--- config.mk ---
export PLATFORM = sky130hd
export DESIGN_NAME = bit_sampler
export DESIGN_NICKNAME = d
export VERILOG_FILES = /design/src/rtl/bsamp_pkg.sv /design/src/rtl/bsamp_sync.sv /design/src/rtl/bsamp_acq.sv /design/src/rtl/bsamp_timer.sv /design/src/rtl/bit_sampler.sv
export SDC_FILE = /design/constraint.sdc
export NUM_CORES = 1
export LEC_CHECK = 0
export ABC_AREA = 1
export BUFFER_PORTS_ARGS = -buffer_cell sky130_fd_sc_hd__buf_2
export CAP_MARGIN = 10
export CORE_MARGIN = 2
export CORE_UTILIZATION = 32
export DETAILED_ROUTE_END_ITERATION = 16
export GPL_ROUTABILITY_DRIVEN = 0
export GPL_TIMING_DRIVEN = 0
export PLACE_DENSITY = 0.48
export SLEW_MARGIN = 25
export SYNTH_ARGS = -nofsm -noshare
export SYNTH_HDL_FRONTEND = slang
export SYNTH_HIERARCHICAL = 1
export SYNTH_SLANG_ARGS = --single-unit
export TNS_END_PERCENT = 20
--- constraint.sdc ---
create_clock -name clk -period 4.94 [get_ports clk]
set_clock_uncertainty 0.1 [all_clocks]
set_input_delay 0.494 -clock clk [delete_from_list [all_inputs] [get_ports clk]]
set_output_delay 0.494 -clock clk [all_outputs]
set_load 0.02 [all_outputs]
--- src/rtl/bsamp_pkg.sv ---
package bsamp_pkg;

   typedef enum logic [1:0] {
      ACQ_IDLE = 2'd0,
      ACQ_LOW  = 2'd1,
      ACQ_RECV = 2'd2
   } acq_state_e;

endpackage

--- src/rtl/bsamp_sync.sv ---
module bsamp_sync #(
   parameter int STAGES = 2
) (
   input  logic clk,
   input  logic rst_n,
   input  logic rx_i,
   output logic rx_o,
   output logic fall_o
);

   logic [STAGES-1:0] chain_q;
   logic              prev_q;

   // shift chain, reset to recessive so that no false start follows reset
   generate
      genvar gi;
      for (gi = 0; gi < STAGES; gi++) begin : g_stage
         if (gi == 0) begin : g_first
            always_ff @(posedge clk or negedge rst_n) begin
               if (!rst_n) chain_q[0] <= 1'b1;
               else        chain_q[0] <= rx_i;
            end
         end else begin : g_next
            always_ff @(posedge clk or negedge rst_n) begin
               if (!rst_n) chain_q[gi] <= 1'b1;
               else        chain_q[gi] <= chain_q[gi-1];
            end
         end
      end
   endgenerate

   always_ff @(posedge clk or negedge rst_n) begin
      if (!rst_n) prev_q <= 1'b1;
      else        prev_q <= chain_q[STAGES-1];
   end

   assign rx_o   = chain_q[STAGES-1];
   assign fall_o = prev_q & ~chain_q[STAGES-1];

endmodule

--- src/rtl/bsamp_acq.sv ---
module bsamp_acq
   import bsamp_pkg::*;
#(
   parameter int LEN_W = 8
) (
   input  logic             clk,
   input  logic             rst_n,
   input  logic             abort_i,
   input  logic             rx_s_i,
   output logic             recv_o,
   output logic             start_o,
   output logic             sot_o,
   output logic [LEN_W-1:0] sot_len_o
);

   localparam logic [LEN_W-1:0] LEN_MAX = '1;
   localparam logic [LEN_W-1:0] LEN_ONE = LEN_W'(1);

   acq_state_e       state_q;
   logic [LEN_W-1:0] low_cnt_q;

   // the start pattern ends on the first high sample after the low period
   assign start_o = (state_q == ACQ_LOW) && rx_s_i && !abort_i;
   assign recv_o  = (state_q == ACQ_RECV) && !abort_i;

   always_ff @(posedge clk or negedge rst_n) begin
      if (!rst_n) begin
         state_q   <= ACQ_IDLE;
         low_cnt_q <= '0;
         sot_o     <= 1'b0;
         sot_len_o <= '0;
      end else if (abort_i) begin

         state_q   <= ACQ_IDLE;
         low_cnt_q <= '0;
         sot_o     <= 1'b0;
      end else begin
         sot_o <= 1'b0;
         unique case (state_q)
            ACQ_IDLE: begin
               if (!rx_s_i) begin
                  state_q   <= ACQ_LOW;
                  low_cnt_q <= LEN_ONE;
               end
            end
            ACQ_LOW: begin
               if (rx_s_i) begin
                  state_q   <= ACQ_RECV;
                  sot_o     <= 1'b1;
                  sot_len_o <= low_cnt_q;
               end else if (low_cnt_q != LEN_MAX) begin
                  low_cnt_q <= low_cnt_q + LEN_ONE;
               end
            end
            ACQ_RECV: begin
               state_q <= ACQ_RECV;
            end
            default: state_q <= ACQ_IDLE;
         endcase
      end
   end

endmodule

--- src/rtl/bsamp_timer.sv ---
module bsamp_timer #(
   parameter int SPB   = 8,
   parameter int SP    = 4,
   parameter int IDX_W = 12
) (
   input  logic             clk,
   input  logic             rst_n,
   input  logic             abort_i,
   input  logic             recv_i,
   input  logic             start_i,
   input  logic             fall_i,
   input  logic             rx_s_i,
   output logic             bit_o,
   output logic             bit_vld_o,
   output logic [IDX_W-1:0] bit_idx_o
);

   localparam int               CW      = $clog2(SPB);
   localparam logic [CW-1:0]    PH_ONE  = CW'(1);
   localparam logic [CW-1:0]    PH_SP   = CW'(SP);
   localparam logic [CW-1:0]    PH_LAST = CW'(SPB - 1);
   localparam logic [IDX_W-1:0] IDX_MAX = '1;
   localparam logic [IDX_W-1:0] IDX_ONE = IDX_W'(1);
   localparam bit               POW2    = ((SPB & (SPB - 1)) == 0);

   logic [CW-1:0]    ph_q;
   logic [CW-1:0]    ph_inc;
   logic [IDX_W-1:0] idx_cnt_q;
   logic             hit;

   // phase wrap: free binary wrap when SPB is a power of two, compare otherwise
   generate
      if (POW2) begin : g_wrap_pow2
         assign ph_inc = ph_q + PH_ONE;
      end else begin : g_wrap_cmp
         assign ph_inc = (ph_q == PH_LAST) ? '0 : ph_q + PH_ONE;
      end
   endgenerate

   // sample point SP samples past the anchor; a re-anchoring edge wins
   assign hit = recv_i && !fall_i && (ph_q == PH_SP);

   always_ff @(posedge clk or negedge rst_n) begin
      if (!rst_n) begin
         ph_q      <= '0;
         idx_cnt_q <= '0;
         bit_o     <= 1'b0;
         bit_vld_o <= 1'b0;
         bit_idx_o <= '0;
      end else if (abort_i) begin
         // phase cleared, no strobe
         ph_q      <= '0;
         idx_cnt_q <= '0;
         bit_vld_o <= 1'b0;
      end else begin
         bit_vld_o <= 1'b0;
         if (start_i) begin
            ph_q      <= PH_ONE;
            idx_cnt_q <= '0;
         end else if (recv_i && fall_i) begin
            ph_q <= PH_ONE;
         end else if (recv_i) begin
            ph_q <= ph_inc;
         end
         if (hit) begin
            bit_o     <= rx_s_i;
            bit_vld_o <= 1'b1;
            bit_idx_o <= idx_cnt_q;
            if (idx_cnt_q != IDX_MAX) idx_cnt_q <= idx_cnt_q + IDX_ONE;
         end
      end
   end

endmodule

--- src/rtl/bit_sampler.sv ---
module bit_sampler #(
   parameter int SPB         = 8,
   parameter int SAMPLE_PCT  = 50,
   parameter int SYNC_STAGES = 2,
   parameter int LEN_W       = 8,
   parameter int IDX_W       = 12
) (
   input  logic             clk,
   input  logic             rst_n,
   input  logic             abort_i,
   input  logic             rx_i,
   output logic             sot_o,
   output logic [LEN_W-1:0] sot_len_o,
   output logic             bit_o,
   output logic             bit_vld_o,
   output logic [IDX_W-1:0] bit_idx_o
);

   localparam int SP = (SPB * SAMPLE_PCT) / 100;

   generate
      if (SPB < 4) begin : g_bad_spb
         $error("bit_sampler: SPB must be 4 or more");
      end
      if (SP < 1 || SP > SPB - 1) begin : g_bad_sp
         $error("bit_sampler: sample point must fall inside the bit");
      end
      if (SYNC_STAGES < 2) begin : g_bad_sync
         $error("bit_sampler: at least two synchronizer stages needed");
      end
      if (LEN_W < 2 || IDX_W < 2) begin : g_bad_w
         $error("bit_sampler: counter widths must be 2 or more");
      end
   endgenerate

   logic rx_s;
   logic fall;
   logic recv;
   logic start;

   bsamp_sync #(
      .STAGES (SYNC_STAGES)
   ) u_sync (
      .clk    (clk),
      .rst_n  (rst_n),
      .rx_i   (rx_i),
      .rx_o   (rx_s),
      .fall_o (fall)
   );

   bsamp_acq #(
      .LEN_W (LEN_W)
   ) u_acq (
      .clk       (clk),
      .rst_n     (rst_n),
      .abort_i   (abort_i),
      .rx_s_i    (rx_s),
      .recv_o    (recv),
      .start_o   (start),
      .sot_o     (sot_o),
      .sot_len_o (sot_len_o)
   );

   bsamp_timer #(
      .SPB   (SPB),
      .SP    (SP),
      .IDX_W (IDX_W)
   ) u_timer (
      .clk       (clk),
      .rst_n     (rst_n),
      .abort_i   (abort_i),
      .recv_i    (recv),
      .start_i   (start),
      .fall_i    (fall),
      .rx_s_i    (rx_s),
      .bit_o     (bit_o),
      .bit_vld_o (bit_vld_o),
      .bit_idx_o (bit_idx_o)
   );

endmodule

======== Yosys cells after proc, flatten, opt, wreduce, memory -nomap -nowiden ========
Cells that the tools add are included.
cells by class
  reductions and logical operators ........ 15
  eq/ne operators ......................... 9
  magnitude comparators ................... 0
  shifts and indexed selects .............. 0
  bitwise logic cells ..................... 3
  div/mod/pow operators ................... 0
  multipliers ............................. 0
  muxes and demuxes ....................... 22
  add/sub/neg operators ................... 3
operator list
  kind                                           number
  2-to-1 mux 12 bit                              4
  2-to-1 mux 8 bit                               4
  one-hot mux 8 bit (2 select lines)             1
  adder 12 x 1 -> 12 bit, second input constant  1
  2-to-1 mux 3 bit                               4
  != test 12 bit, second input constant          1
  != test 3 bit, second input constant           4
  adder 8 x 1 -> 8 bit, second input constant    1
  != test 8 bit, second input constant           1
  logical AND 1 bit                              6
  2-to-1 mux 2 bit                               3
  one-hot mux 2 bit (3 select lines)             1
  2-to-1 mux 1 bit                               5
  AND reduction 2 bit                            2
  AND reduction 4 bit                            1
  nonzero test 4 bit                             1
  adder 3 x 1 -> 3 bit, second input constant    1
  == test 3 bit, second input constant           1
  AND reduction 3 bit                            1
  nonzero test 3 bit                             1
  == test 2 x 1 -> 1 bit, second input constant  1
  == test 2 bit, second input constant           1
  zero test 1 bit                                2
  zero test 2 bit                                1
  2 further kinds                                3
word-level totals
  latch bits .............................. 0
  output and inout port bits .............. 23
  memory bits (read-only) ................. 0
  memories kept ........................... 0
  input bits .............................. 4
  flip-flop bits (word level) ............. 51
  memory bits (writable) .................. 0

======== Longest topological paths before layout ========
  depth after elaboration ................. 7
  depth in mapped cells ................... 12
  depth with buffers taken out ............ 11

======== By module ========
Netlist, hierarchy kept.
modules (own cells, without submodules)
  module       cells an instance  area each (µm²)  times used
  bsamp_timer  210                1582.8           1
  bsamp_acq    123                1002.2           1
  bsamp_sync   5                  88.8             1

======== Worst setup path before layout ========
Ideal clock, no wire load.
  path kind ............................... reg-to-reg
  start point ............................. reg u_acq.state_q[1]
  end point ............................... reg u_timer.idx_cnt_q[2]
  setup time .............................. 0.120 ns
  buffers on the path ..................... 1
  path slack .............................. 3.130 ns
  data arrival time ....................... 1.590 ns
  stages on the path, launching flop included .. 13
  clock period less this slack ............ 1.810 ns
  cells stage by stage .................... dfrtp_1 -> inv_1 -> ha_1 -> nand3_2 -> inv_1 -> buf_2 -> inv_1 -> nand2_1 -> nand4_1 -> nand2_1 -> nand2_1 -> nand2_1 -> nor2_1
on the way
  word-level cells in the longest chain between the ends .. 7
  elaborated cells on any way between the ends .. 11
  those cells by class .................... 2 x eq/ne; 4 x mux; 5 x reduce/logical
ends and longest elaborated chain
  item                                 RTL line           source
  from (decl)                          bsamp_acq.sv:19    acq_state_e state_q;
  from (signal assigned)               bsamp_acq.sv:28    state_q <= ACQ_IDLE;
  from (signal assigned)               bsamp_acq.sv:34    state_q <= ACQ_IDLE;
  from (signal assigned)               bsamp_acq.sv:42    state_q <= ACQ_LOW;
  == test 2 x 1 -> 1 bit (*)           bsamp_acq.sv:23    assign start_o = (state_q == ACQ_LOW) && rx_s_i && !abort_i;
  logical AND 1 bit (*) (2 in series)  bsamp_acq.sv:23
  net start                            bit_sampler.sv:39  logic start;
  2-to-1 mux 12 bit (*)                bsamp_timer.sv:57  if (start_i) begin
  2-to-1 mux 12 bit                    bsamp_timer.sv:69  if (idx_cnt_q != IDX_MAX) idx_cnt_q <= idx_cnt_q + IDX_ONE;
  2-to-1 mux 12 bit (*)                bsamp_timer.sv:65  if (hit) begin
  2-to-1 mux 12 bit (*)                bsamp_timer.sv:50  end else if (abort_i) begin
  to (signal assigned)                 bsamp_timer.sv:69
  to (decl)                            bsamp_timer.sv:28  logic [IDX_W-1:0] idx_cnt_q;
The timed path passes the listed nets; every way through them passes the cells marked *.
A chain may end at the register's enable or synchronous reset.

======== Final worst setup path ========
Same ends and word-level chain as after synthesis.

==> run summary <==
HPWL after DPL -> 4540 µm
Post-synth top flop -> dfrtp_1
Met2 usage -> 23.7%
Switching Fraction -> 30.5%
Number of global-route vias before repair -> 2113
Crit path time final -> 2.26 ns
Compound-cell area share of the yosys netlist -> 11.4%
NetSw -> 0.284 mW
DR pass1 iterations -> 4
Area after DPL -> 2940 µm²
Total Neg Setup Slack -> 0 ns
Reg-to-reg slack, setup -> 2.68 ns
Post-CTS Hold Fix Bufs -> 0
# fillers -> 868
Critical-path top delay cell -> dfrtp_1
Ant diodes -> 0
Logic pwr share -> 18.3%
Detailed-route wire length per cell -> 13.0 µm
Total internal power -> 0.647 mW
Power share of the sequential group -> 49.5%
Finished layout cell area -> 3050 µm²
Critical path's most frequent cell -> nand2_1
Starting Density -> 32.7%
FP Rows -> 33
Final setup violating endpoints -> 0
Global Route met1 Usage -> 21.3%
Worst Setup End Kind -> flip-flop
CTS buffer count -> 5
Number of synthesized flops with an enable pin -> 0
Top post-synthesis cells by area -> dfrtp_1 45%, nand2_1 15%, o21ai_0 6.2%, inv_1 5.6%, nor2_1 4.4%
Post-synthesis mux area share -> 0%
CTS tree -> done
Crit path cell chain -> inv_1, ha_1, nand3_2, inv_1, buf_2, inv_1, nand2_1, nand4_1, nand2_1, nand2_1, nand2_1, nor2_1
Post-Syn Nets -> 349
Leakage power -> 1.46 nW
Area leader, netlist -> dfrtp_1
CORE AREA -> 8180 µm²
Worst IR Drop VDD -> 0.000123 V
Status -> finished, final reports clean
Required time of the worst setup path -> 5.04 ns
Global-route wire length before repair -> 10600 µm
Yosys top cell area share -> 44.9%
FF+latch count, synth -> 51
Largest family of logic cells by synthesized area -> simple AND/OR/NAND/NOR gates
Nets -> 382
Total gr overflow -> 0
Netlist cell types -> 32
Post-Syn Instances -> 338
Total wire length -> 6210 µm
Warnings, synthesis -> 6
Clock Tree Root -> clkbuf_8
Largest net degree at the start of global routing -> 52
DRT iter0 DRCs -> 98
Critical Path AT -> 2.36 ns
Via count -> 2143
Clock power share -> 32.2%
Synth Cell Area -> 2670 µm²
Post-route ant nets -> 0
Initial antenna violation count -> 0
CTS Buffer Depth -> 2
Synth-to-Final Area Change -> 14.1%
GRT Max-Usage Layer -> met2
Measured slew at the worst slew-check pin -> 0.642 ns
Setup Fix Bufs, Post-CTS -> 0
H-tree levels -> 2
Cell family with most CP delay -> simple AND/OR/NAND/NOR gates
Met3 Use GR -> 3.00%
Average size of a mapped cell -> 7.91 µm²
Final slew viol count -> 0
Chip width -> 95.4 µm
CP startpoint kind -> flip-flop
Part of the cycle the worst path needs -> 45.7%
Total track usage -> 15.1%
IO Pins -> 27
RSZ-0062 raised after global routing -> no
Tot Pwr -> 0.931 mW
Adder-cell share of the synthesized area -> 3.28%
Die Y -> 95.4 µm
Critical path's largest stage delay -> 0.42 ns
PortBufs -> 26
Synth cell count leaders -> 104 x nand2_1, 48 x dfrtp_1, 40 x inv_1
Max-capacitance violation count -> 0
Headroom to the max-slew limit -> 57.2%
Critical path type -> flip-flop to flip-flop
Final Hold Viols -> 0
Fraction of layout cells with a size suffix above 1 -> 19.6%
Max frequency -> 443 MHz
Async set-reset flop share out of synthesis -> 100%
Via/cell ratio -> 4.49
Sequential fraction of the synthesis area -> 47.9%
DRC -> 0
Buf+Inv Stages, Crit Path -> 4
Sink Count -> 51
Worst-skew pair later-pin latency -> 0.31 ns
Worst r2r dst -> u_timer/idx_cnt_q[2]
CTS clk-pin slew, worst paths -> 0.10 ns
Area share of xor/xnor cells in the synthesized design -> 0.328%
Power Density -> 305 nW/µm²
Post-cts resize count -> 0
Die ar. -> 9100 µm²
Worst R2R Start -> u_acq/state_q[1]
Worst hold path type -> primary input to asynchronous set/reset pin
Post-synthesis simple-gate area fraction -> 29.0%
Most numerous cell in the Yosys netlist -> nand2_1
CP Max Fanout -> 9
FF-to-FF path depth -> 12
==> routing by layer <==
| metal | share of wire (%) | wire [µm] | up-vias |
|---|---|---|---|
| li1 | - | - | 1139 |
| met1 | 52 | 3220 | 969 |
| met2 | 44 | 2750 | 28 |
| met3 | 2.8 | 175 | 7 |
| met4 | 1.0 | 64 | 0 |
| met5 | 0 | 0 | - |
==> cells in the final DEF, fill, tap and decap left out, drive strengths merged, types with 7 or more instances in the layout <==
| cell type | synthesis | routed |
|---|---|---|
| nand3 | 14 | 14 |
| dfrtp | 48 | 48 |
| nand4 | 8 | 8 |
| a21oi | 7 | 7 |
| buf | 6 | 32 |
| o21ai | 43 | 43 |
| nand2 | 110 | 110 |
| nor2 | 39 | 39 |
| inv | 43 | 43 |
| ha | 7 | 7 |
==> worst reg2reg max path, stage by stage, from the launching register on <==
cell and delay (ns):
dfrtp_1 0.42, inv_1 0.09, ha_1 0.25, nand3_2 0.23
inv_1 0.16, buf_2 0.23, inv_1 0.18, nand2_1 0.15
nand4_1 0.12, nand2_1 0.09, nand2_1 0.05, nand2_1 0.06
nor2_1 0.04
==> power by group through the flow <==
stage          sequential, mW  clock [mW]  combinational (mW)
6_report                0.461       0.299               0.170
3_3_place_gp            0.469           0               0.170
5_1_grt                 0.466       0.332               0.196
2_1_floorplan           0.475           0               0.114
3_5_place_dp            0.469           0               0.173
4_1_cts                 0.461       0.313               0.173
==> how the worst max path moves through the flow <==
stage / start / endpoint / slack, ns / cells after the start
4_1_cts: u_acq/state_q[1] / u_timer/idx_cnt_q[2] / 2.60 / 12
2_1_floorplan: u_acq/state_q[1] / u_timer/idx_cnt_q[2] / 3.13 / 12
3_5_place_dp: u_acq/state_q[1] / u_timer/idx_cnt_q[2] / 2.62 / 12
6_report: u_acq/state_q[1] / u_timer/idx_cnt_q[2] / 2.68 / 12
5_1_grt: u_acq/state_q[1] / u_timer/idx_cnt_q[2] / 2.44 / 12
3_3_place_gp: u_acq/state_q[1] / u_timer/idx_cnt_q[2] / 2.65 / 12
==> cells by family after synthesis <==
| family | Yosys count |
|---|---|
| compound gates | 53 |
| simple gates | 176 |
| xor+xnor | 1 |
| buf+inv | 50 |
| flops | 51 |
| fa+ha+maj | 7 |
==> flip-flops by register name, summed over array words and instances, names as in the netlist <==
register	cells
u_timer/idx_cnt_q	12
u_acq/sot_o	1
u_sync/chain_q	1
u_timer/bit_o	1
u_timer/bit_idx_o	12
u_acq/low_cnt_q	8
u_sync/prev_q	1
u_acq/state_q	2
u_timer/ph_q	3
u_sync/rx_o	1
u_acq/sot_len_o	8
u_timer/bit_vld_o	1
==> final cells by class <==
class                      instances  area, µm²  area share [%]
sequential                        51       1280            42.0
multi-input combinational        237       1180            38.6
timing repair buffer              26        133            4.35
tap                              105        131            4.31
clock inverter                     3       43.8            1.44
clock buffer                       5       68.8            2.26
inverter                          43        161            5.29
buffer                             7       55.1            1.80
==> through the flow <==
stage / worst slack (ns) / util, % / instances / hold WS [ns]
after floorplan: 3.13 / - / 338 / 0.0984
final: 2.68 / 37.3 / 477 / 0.0994
after CTS: 2.60 / 37.3 / 477 / 0.125
after global routing: 2.44 / 37.3 / 477 / 0.148
after detailed placement: 2.62 / 35.9 / 469 / 0.247
after global placement: 2.65 / 35.9 / 469 / 0.246
Power figures use the tool's default switching activity.
